==> config.mk <==
export PLATFORM = sky130hd
export DESIGN_NAME = lvds_tx_7to1
export DESIGN_NICKNAME = d
export VERILOG_FILES = /design/src/rtl/lvds_ser_pkg.sv /design/src/rtl/lvds_step_seq.sv /design/src/rtl/lvds_pixel_hold.sv /design/src/rtl/lvds_lane_mux.sv /design/src/rtl/lvds_tx_7to1.sv
export SDC_FILE = /design/constraint.sdc
export NUM_CORES = 1
export LEC_CHECK = 0
export ABC_AREA = 1
export BUFFER_PORTS_ARGS = -buffer_cell sky130_fd_sc_hd__buf_2
export CAP_MARGIN = 20
export CORE_ASPECT_RATIO = 0.9
export CORE_MARGIN = 3
export CORE_UTILIZATION = 53
export CTS_CLUSTER_DIAMETER = 120
export CTS_CLUSTER_SIZE = 14
export DETAILED_ROUTE_END_ITERATION = 16
export GPL_TIMING_DRIVEN = 0
export PLACE_DENSITY = 0.76
export SLEW_MARGIN = 20
export SYNTH_ARGS = -nofsm -noshare
export SYNTH_HDL_FRONTEND = slang
export SYNTH_HIERARCHICAL = 1
export SYNTH_SLANG_ARGS = --single-unit
export TNS_END_PERCENT = 10
==> constraint.sdc <==
create_clock -name clk -period 2.05 [get_ports clk]
set_clock_uncertainty 0.15 [all_clocks]
set_input_delay 0 -clock clk [delete_from_list [all_inputs] [get_ports clk]]
set_output_delay 0 -clock clk [all_outputs]
set_load 0.02 [all_outputs]
==> src/rtl/lvds_ser_pkg.sv <==
package lvds_ser_pkg;

  // Width of the lane-count select for a given span of lane counts.
  function automatic int mode_bits(input int lanes, input int min_lanes);
    int span;
    span = lanes - min_lanes + 1;
    return (span > 1) ? $clog2(span) : 1;
  endfunction

  // A lane is enabled when its index is below the selected lane count.
  function automatic logic lane_on(input int mode, input int idx, input int min_lanes);
    return (mode + min_lanes) > idx;
  endfunction

endpackage

==> src/rtl/lvds_step_seq.sv <==
module lvds_step_seq #(
  parameter int STEPS = 7,
  localparam int SW = $clog2(STEPS)
) (
  input  logic          clk,
  input  logic          rst,
  output logic [SW-1:0] step_nxt_o,
  output logic          wrap_o
);
  localparam logic [SW-1:0] LAST = SW'(STEPS - 1);

  logic [SW-1:0] step_q;

  assign wrap_o     = (step_q == LAST);
  assign step_nxt_o = wrap_o ? '0 : step_q + 1'b1;

  // Held at the last step during reset so the first live edge opens step 0.
  always_ff @(posedge clk) begin
    if (rst) step_q <= LAST;
    else     step_q <= step_nxt_o;
  end
endmodule

==> src/rtl/lvds_pixel_hold.sv <==
module lvds_pixel_hold #(
  parameter int WW = 35,
  parameter int MW = 2
) (
  input  logic          clk,
  input  logic          rst,
  input  logic          load_i,
  input  logic [WW-1:0] data_i,
  input  logic [MW-1:0] mode_i,
  input  logic          capture_i,
  output logic [WW-1:0] word_nxt_o,
  output logic [MW-1:0] mode_nxt_o
);
  logic [WW-1:0] pend_q, pend_nxt, word_q;
  logic [MW-1:0] mode_q;

  // A strobe on the boundary edge itself still reaches the new period.
  assign pend_nxt   = load_i ? data_i : pend_q;
  assign word_nxt_o = capture_i ? pend_nxt : word_q;
  assign mode_nxt_o = capture_i ? mode_i : mode_q;

  always_ff @(posedge clk) begin
    if (rst) begin
      pend_q <= '0;
      word_q <= '0;
      mode_q <= '0;
    end else begin
      pend_q <= pend_nxt;
      word_q <= word_nxt_o;
      mode_q <= mode_nxt_o;
    end
  end
endmodule

==> src/rtl/lvds_lane_mux.sv <==
module lvds_lane_mux
  import lvds_ser_pkg::*;
#(
  parameter int LANES     = 5,
  parameter int MIN_LANES = 3,
  parameter int STEPS     = 7,
  localparam int SW = $clog2(STEPS),
  localparam int MW = mode_bits(LANES, MIN_LANES)
) (
  input  logic                   clk,
  input  logic                   rst,
  input  logic [LANES*STEPS-1:0] word_i,
  input  logic [MW-1:0]          mode_i,
  input  logic [SW-1:0]          step_i,
  output logic [LANES-1:0]       lane_o
);
  logic [LANES-1:0] lane_nxt, lane_q;

  for (genvar g = 0; g < LANES; g++) begin : g_lane
    logic [STEPS-1:0] slice, shifted;
    assign slice       = word_i[g*STEPS +: STEPS];
    // Shifting left by the step puts the bit for that step at the top.
    assign shifted     = slice << step_i;
    assign lane_nxt[g] = lane_on(int'(mode_i), g, MIN_LANES) & shifted[STEPS-1];
  end

  always_ff @(posedge clk) begin
    if (rst) lane_q <= '0;
    else     lane_q <= lane_nxt;
  end

  assign lane_o = lane_q;
endmodule

==> src/rtl/lvds_tx_7to1.sv <==
module lvds_tx_7to1
  import lvds_ser_pkg::*;
#(
  parameter int LANES     = 5,
  parameter int MIN_LANES = 3,
  parameter int STEPS     = 7,
  parameter int CLK_HIGH  = 4,
  localparam int SW = $clog2(STEPS),
  localparam int MW = mode_bits(LANES, MIN_LANES),
  localparam int WW = LANES * STEPS
) (
  input  logic             clk,
  input  logic             rst,
  input  logic [WW-1:0]    pix_data,
  input  logic             pix_load,
  input  logic [MW-1:0]    lane_mode,
  output logic [LANES-1:0] lane_out,
  output logic             clk_lane_out
);
  localparam logic [SW-1:0] HI_STEPS = SW'(CLK_HIGH);

  logic [SW-1:0] step_nxt;
  logic          wrap;
  logic [WW-1:0] word_nxt;
  logic [MW-1:0] mode_nxt;
  logic          clk_q;

  lvds_step_seq #(.STEPS(STEPS)) u_seq (
    .clk        (clk),
    .rst        (rst),
    .step_nxt_o (step_nxt),
    .wrap_o     (wrap)
  );

  lvds_pixel_hold #(.WW(WW), .MW(MW)) u_hold (
    .clk        (clk),
    .rst        (rst),
    .load_i     (pix_load),
    .data_i     (pix_data),
    .mode_i     (lane_mode),
    .capture_i  (wrap),
    .word_nxt_o (word_nxt),
    .mode_nxt_o (mode_nxt)
  );

  lvds_lane_mux #(.LANES(LANES), .MIN_LANES(MIN_LANES), .STEPS(STEPS)) u_mux (
    .clk    (clk),
    .rst    (rst),
    .word_i (word_nxt),
    .mode_i (mode_nxt),
    .step_i (step_nxt),
    .lane_o (lane_out)
  );

  // The clock lane is registered alongside the data so they leave together.
  always_ff @(posedge clk) begin
    if (rst) clk_q <= 1'b0;
    else     clk_q <= (step_nxt < HI_STEPS);
  end

  assign clk_lane_out = clk_q;
endmodule

==> results.cfg, run 1 <==
[floorplanning]
io_pins = 46
die_h_um = 91.1
initial_utilization_pct = 55.5
fp-row-count = 30
die_w_um = 101
die_area_um2 = 9170
design.core.area_um2 = 7690

[critical_path]
r2r_slack_ps = 100
startpoint_type = flop
timing.rr.end = u_mux/lane_o[0]$_SDFF_PP0_
regToRegStartpoint = u_seq/step_q[1]$_SDFF_PP1_
reg2reg_depth = 12
cp.arrival_ps = 2070
worstSetupEndpoint = u_mux/lane_o[0]$_SDFF_PP0_
worstSetupStartpoint = u_seq/step_q[1]$_SDFF_PP1_
cp-end-kind = flop
crit_fanout = 4
critical_path_class = reg2reg
cp.required_ps = 2170

[cells_and_area]
antenna_cells = 0
layout-drive-gt1-share_pct = 34.5
instances_no_fill = 748
design_area_um2 = 5370
area_growth_syn_to_layout_pct = 25.7
final_nets = 690
fin_util_pct = 69.7

[grt]
grt_pass1_vias = 3351
grt_pass1_wl_um = 15400
track_usage_pct = 21.0
overflow = 0
antenna_found_initial = 0
grt_max_degree = 14

[timing]
rsz0062_at_grt = true
setup_ws_ps = 104
timing.slew.headroom_pct = 61.6
post-route-period-util_pct = 94.9
setup_viol = 0
slew_violations = 0
layout_min_cycle_time_ps = 1950
final_hold_viol_count = 0
fmax_mhz = 514
tightestPinTransition_ps = 573

[clock_network]
cts_buffers = 9
cts_tree = yes
cts_buffer_depth = 2
clk_pin_slew_ps = 80
h-tree-depth = 3
insertion_delay_ps = 350
cts_sinks = 81
clockRootBuffer = clkbuf_8

[yosys]
yosys.area.top_type_share_pct = 38.0
synth_cell_types = 23
netlist_area_um2 = 4270
syn_nets = 582
synth-seq-cells = 81
yosysTopAreaCell = dfxtp_1
synth_warnings = 6
ys_seq_area_share_pct = 38.0
synthCells = 539
synth.area.top_cells = dfxtp_1, nand2_1, nand2_4
avgSynthCellArea_um2 = 7.92

[power]
combPwrFrac_pct = 34.3
p_int_mw = 3.01
sw_frac_of_total_pct = 33.3
power_switching_mw = 1.50
vdd_drop_max_v = 0.000442
p_leak_nw = 2.80
clockPowerShare_pct = 25.5
power_density_nw_per_um2 = 842
p_seq_share_pct = 40.2

[drt]
postRouteAntennaNets = 0
wl_um = 9120
vias = 3511
first_pass_iters = 4
wl_per_cell_um = 12.2
drc = 0
dr.first_iter.drc_count = 134
avgViaCountPerCell = 4.69

[place]
place_inst = 679
gp_congestion = 0.854
io_buffers = 44
dp_slack_ps = -235
hpwlAfterDp_um = 6320
placed_area_um2 = 4610

[run_status]
outcome = finished clean

[run]
drv_cap = 0

[worst_hold_path]
hold_path_class = in2reg
==> layout by cell type, fill, tap and decap left out <==
| cell type | count |
|---|---|
| a21oi_1 | 39 |
| buf_12 | 4 |
| buf_2 | 50 |
| buf_4 | 9 |
| buf_6 | 8 |
| buf_8 | 1 |
| bufinv_16 | 1 |
| clkbuf_1 | 6 |
| clkbuf_8 | 10 |
| clkinv_1 | 1 |
| clkinvlp_4 | 3 |
| dfxtp_1 | 78 |
| dfxtp_2 | 3 |
| dlygate4sd3_1 | 49 |
| ha_1 | 3 |
| inv_1 | 72 |
| inv_2 | 2 |
| inv_8 | 1 |
| nand2_1 | 99 |
| nand2_2 | 35 |
| nand2_4 | 30 |
| nand3_1 | 25 |
| nand3_2 | 30 |
| nor2_1 | 20 |
| nor2_2 | 32 |
| nor3_1 | 1 |
| o21ai_0 | 2 |
| o21ai_2 | 1 |
| or2_1 | 32 |
| or2_2 | 3 |
| or2_4 | 2 |
==> layout make-up <==
| type | instances | area (um^2) |
|---|---|---|
| fillers | 623 | 2330 |
| multi-input cells | 354 | 2120 |
| flip-flops and latches | 81 | 1630 |
| repair buffers | 97 | 741 |
| inverters | 76 | 293 |
| plain buffers | 28 | 268 |
| clock buffers | 12 | 145 |
| well taps | 96 | 120 |
| clock inverters | 4 | 52.6 |
==> worst max-delay path: stages, from the launching register on <==
cell	delay [ps]
dfxtp_2	340
nand2_2	70
nor2_2	110
buf_6	130
buf_12	100
nand2_1	80
nand2_2	100
inv_1	60
ha_1	230
or2_4	280
nand2_1	60
nand2_1	50
nor2_1	130
==> power groups by stage <==
stage	clock [mW]	sequential, mW	combinational [mW]
floorplan	0	1.87	1.10
global placement	0	1.84	1.39
detailed placement	0	1.85	1.42
CTS	1.19	1.81	1.54
global route	1.25	1.83	1.73
finish	1.15	1.82	1.55
==> worst min path at each step <==
stage                  start                            to  slack [ps]  depth (start not counted)
floorplan                rst       clk_lane_out$_SDFF_PP0_         -80                          1
global placement         rst       clk_lane_out$_SDFF_PP0_          90                          2
detailed placement       rst       clk_lane_out$_SDFF_PP0_         110                          2
CTS                 pix_load  u_hold/pend_q[24]$_SDFF_PP0_           7                          4
global route        pix_load  u_hold/pend_q[19]$_SDFF_PP0_          20                          4
finish              pix_load  u_hold/pend_q[13]$_SDFF_PP0_          20                          4
==> sequential cells by signal, summed over array words and instances, names as in the netlist <==
register,cells
u_seq/step_q,3
u_mux/lane_o,5
u_hold/word_q,35
u_hold/pend_q,35
u_hold/mode_q,2
clk_lane_out,1
==> per-layer routing <==
| metal | vias up | wire (um) | GRT usage [%] |
|---|---|---|---|
| li1 | 1856 | - | - |
| met4 | 0 | 76 | 4.83 |
| met1 | 1574 | 4060 | 26.8 |
| met2 | 74 | 4540 | 35.4 |
| met3 | 7 | 443 | 5.15 |
| met5 | - | 0 | 0 |
==> cells in the mapped netlist <==
master,n
nand2_2,32
inv_1,72
nor3_1,1
o21ai_0,3
buf_4,6
inv_2,2
nand2_4,30
clkbuf_1,4
buf_2,6
nor2_1,21
clkinv_1,1
dfxtp_1,81
or2_1,32
nor2_2,31
a21oi_1,39
nand2_1,102
inv_8,1
nand3_2,30
ha_1,3
buf_12,3
buf_6,9
nand3_1,25
or2_2,5
==> kinds of logic (layout without fill, tap and decap cells) <==
group / Yosys count / count (layout) / share of synthesized area [%]
AND/OR/NAND/NOR: 309 / 309 / 43.5
buffers and inverters: 104 / 217 / 12.7
flip-flops: 81 / 81 / 38.0
AO/OA/AOI/OAI: 42 / 42 / 4.92
adder cells (fa/ha/maj): 3 / 3 / 0.879
==> per-stage QoR <==
step	hold WS, ps	total power, mW	setup TNS, ps
finish	23.0	4.52	0
global route	17.9	4.81	-8.81
CTS	6.76	4.55	0
detailed placement	106	3.27	-656
global placement	92.4	3.23	-484
floorplan	-83.3	2.97	0
==> repair_timing <==
item | CTS | global route
pin swaps | 2 | 0
gates resized for setup | 10 | 5
setup endpoints to repair | 5 | 5
hold endpoints to repair | 81 | 0
setup buffers | 4 | 0
hold buffers | 49 | 0
No activity file was read; power rests on OpenSTA's default activity.
==> run 2, diff against run 1 <==
--- a/config.mk
+++ b/config.mk
@@ -5,17 +5,16 @@
 export SDC_FILE = /design/constraint.sdc
 export NUM_CORES = 1
 export LEC_CHECK = 0
-export ABC_AREA = 1
 export BUFFER_PORTS_ARGS = -buffer_cell sky130_fd_sc_hd__buf_2
 export CAP_MARGIN = 20
 export CORE_ASPECT_RATIO = 0.9
 export CORE_MARGIN = 3
-export CORE_UTILIZATION = 53
+export CORE_UTILIZATION = 51
 export CTS_CLUSTER_DIAMETER = 120
 export CTS_CLUSTER_SIZE = 14
 export DETAILED_ROUTE_END_ITERATION = 16
 export GPL_TIMING_DRIVEN = 0
-export PLACE_DENSITY = 0.76
+export PLACE_DENSITY = 0.75
 export SLEW_MARGIN = 20
 export SYNTH_ARGS = -nofsm -noshare
 export SYNTH_HDL_FRONTEND = slang
==> run 2 against run 1 <==
Effect of this change: the flow now finishes with violations (negative setup slack); sequential share of layout area up 4.5 points; count of clock-buffer cells in the layout unchanged; sequential power about the same; critical path type unchanged; largest power group unchanged.
==> results.cfg, run 2 <==
[critical_path]
reg2reg_depth = 9
cp.required_ps = 2140
cp-end-kind = flop
r2r_slack_ps = -20
critical_path_class = reg2reg
regToRegStartpoint = u_seq/step_q[1]$_SDFF_PP1_
startpoint_type = flop
timing.rr.end = u_mux/lane_o[1]$_SDFF_PP0_
crit_fanout = 10
cp.arrival_ps = 2150

[timing]
tightestPinTransition_ps = 700
setup_viol = 1
rsz0062_at_grt = true
post-route-period-util_pct = 101
tns_ps = -16.9
timing.slew.headroom_pct = 53.3
setup_ws_ps = -16.9
layout_min_cycle_time_ps = 2070
final_hold_viol_count = 0
slew_violations = 0
fmax_mhz = 484
holdWs_ps = 53.9

[place]
place_inst = 476
hpwlAfterDp_um = 5040
placed_area_um2 = 3860
io_buffers = 44
gp_congestion = 0.783

[clock_network]
clk_pin_slew_ps = 80
cts_buffers = 9
h-tree-depth = 3
cts_tree = yes
insertion_delay_ps = 360
clockRootBuffer = clkbuf_8
cts_buffer_depth = 2
cts_sinks = 81

[yosys]
yosys.area.top_type_share_pct = 46.0
ys_async_sr_fraction_pct = 0
synthTopCellsByCount = dfxtp_1, nor2_1, mux2i_1, a21oi_1, a211oi_2
synth.area.top_cells = dfxtp_1, mux2i_1, a211oi_2
synth-seq-cells = 81
ys_seq_area_share_pct = 46.0
syn_nets = 385
avgSynthCellArea_um2 = 10.3
synth_cell_types = 33
yosysMostFrequentCell = dfxtp_1
synth_warnings = 6
synthFlopType = dfxtp_1
synth_enable_flop_cells = 0
synthCells = 342
yosysTopAreaCell = dfxtp_1
netlist_area_um2 = 3530

[floorplanning]
die_area_um2 = 7950
io_pins = 46
design.core.area_um2 = 6660
fp-row-count = 28
die_h_um = 84.9
die_w_um = 93.7
initial_utilization_pct = 53.0

[grt]
track_usage_pct = 21.0
overflow = 0
antenna_found_initial = 0
grt_pass1_vias = 2823
grt_pass1_wl_um = 13100
grt_max_degree = 13

[run_status]
violations = negative setup slack
outcome = finished with violations

[drt]
postRouteAntennaNets = 0
wl_per_cell_um = 14.9
drc = 0
first_pass_iters = 4
avgViaCountPerCell = 5.33
vias = 2855
wl_um = 7970
dr.first_iter.drc_count = 169

[cells_and_area]
multiInputGateArea_um2 = 1760
instances_no_fill = 536
layout_commonest_cell = dfxtp_1
layout-drive-gt1-share_pct = 31.6
seqCellArea_um2 = 1630
design_area_um2 = 4680
final_nets = 485
fillCellCount = 496
area_growth_syn_to_layout_pct = 32.6
layout_common_cells = dfxtp_1, nor2_1, buf_2
antenna_cells = 0

[worst_hold_path]
min_path_cells = 3
min_from = pix_load
hold_path_class = in2reg
hold_path_end = u_hold/word_q[2]$_SDFF_PP0_

[power]
power_density_nw_per_um2 = 910
power.total_mw = 4.26
vdd_drop_max_v = 0.000594
p_leak_nw = 1.94

[run]
drv_cap = 0
==> run 2: cell types whose count changed in the layout (fill, tap and decap cells not counted), moves of 25 or more <==
cell | previous run | this run
nand2_4 | 30 | 0
nand3_2 | 30 | 0
inv_1 | 72 | 2
nand3_1 | 25 | 0
nand2_2 | 35 | 1
nand2_1 | 99 | 3
mux2i_1 | 0 | 42
nor2_1 | 20 | 63
or2_1 | 32 | 0
a211oi_2 | 0 | 30
==> run 2: through the flow <==
stage	util [%]	setup slack (ps)
after floorplan	-	3.38
final	70.2	-16.9
after CTS	68.2	4.67
after global placement	58.0	-349
after global routing	70.2	-64.0
after detailed placement	58.0	-353
==> run 2: worst max-delay path by stage <==
stage / start / end / slack [ps] / depth (start not counted)
floorplan: u_seq/step_q[1]$_SDFF_PP1_ / u_mux/lane_o[1]$_SDFF_PP0_ / 3 / 9
global placement: u_seq/step_q[1]$_SDFF_PP1_ / u_mux/lane_o[1]$_SDFF_PP0_ / -350 / 9
detailed placement: u_seq/step_q[1]$_SDFF_PP1_ / u_mux/lane_o[1]$_SDFF_PP0_ / -350 / 9
CTS: u_seq/step_q[0]$_SDFF_PP0_ / u_mux/lane_o[1]$_SDFF_PP0_ / 5 / 8
global route: u_seq/step_q[1]$_SDFF_PP1_ / u_mux/lane_o[1]$_SDFF_PP0_ / -60 / 9
finish: u_seq/step_q[1]$_SDFF_PP1_ / u_mux/lane_o[1]$_SDFF_PP0_ / -20 / 9
==> run 2: report_power, final <==
part | switching [mW] | internal, mW
clock | 0.536 | 0.711
combinational | 0.650 | 0.564
sequential | 0.0530 | 1.74
==> run 2: timing repair <==
action / 4_1_cts / 5_1_grt
gates resized for setup: 13 / 39
hold buffers: 43 / 0
buffers inserted: 0 / 1
endpoints found under the setup margin: 5 / 5
pin swaps: 0 / 2
hold endpoints to repair: 81 / 0
cloned: 0 / 2
==> run 2: final cells by class <==
type	count	share of cell area, %
inverters	2	0.161
clock inverters	3	1.39
clock buffers	12	3.10
well taps	90	2.41
multi-input cells	230	37.7
flip-flops and latches	81	34.8
plain buffers	28	5.70
repair buffers	90	14.7
==> run 2: critical path, stage by stage, from the launching register on <==
cell      delay, ps
dfxtp_4         370
nand2_1          80
nor2_2          150
buf_6           150
buf_8           130
clkbuf_8        160
a21oi_1          70
mux4_2          480
nor2_2          130
nor4bb_2         70
==> run 2: kinds of logic after synthesis <==
logic type	count (synthesis)	synth area share (%)
buffers and inverters	31	6.28
and+or+nand+nor	95	11.7
AOI/OAI and AO/OA	83	19.7
adders and majority gates	3	1.06
DFF	81	46.0
muxes	49	15.3
==> run 2: routing by layer <==
layer / wire length, um / GRT usage [%] / vias to the layer above
met4: 99 / 6.56 / 0
met1: 3570 / 26.8 / 1356
li1: - / - / 1411
met3: 405 / 4.79 / 15
met5: 0 / 0 / -
met2: 3900 / 35.3 / 73
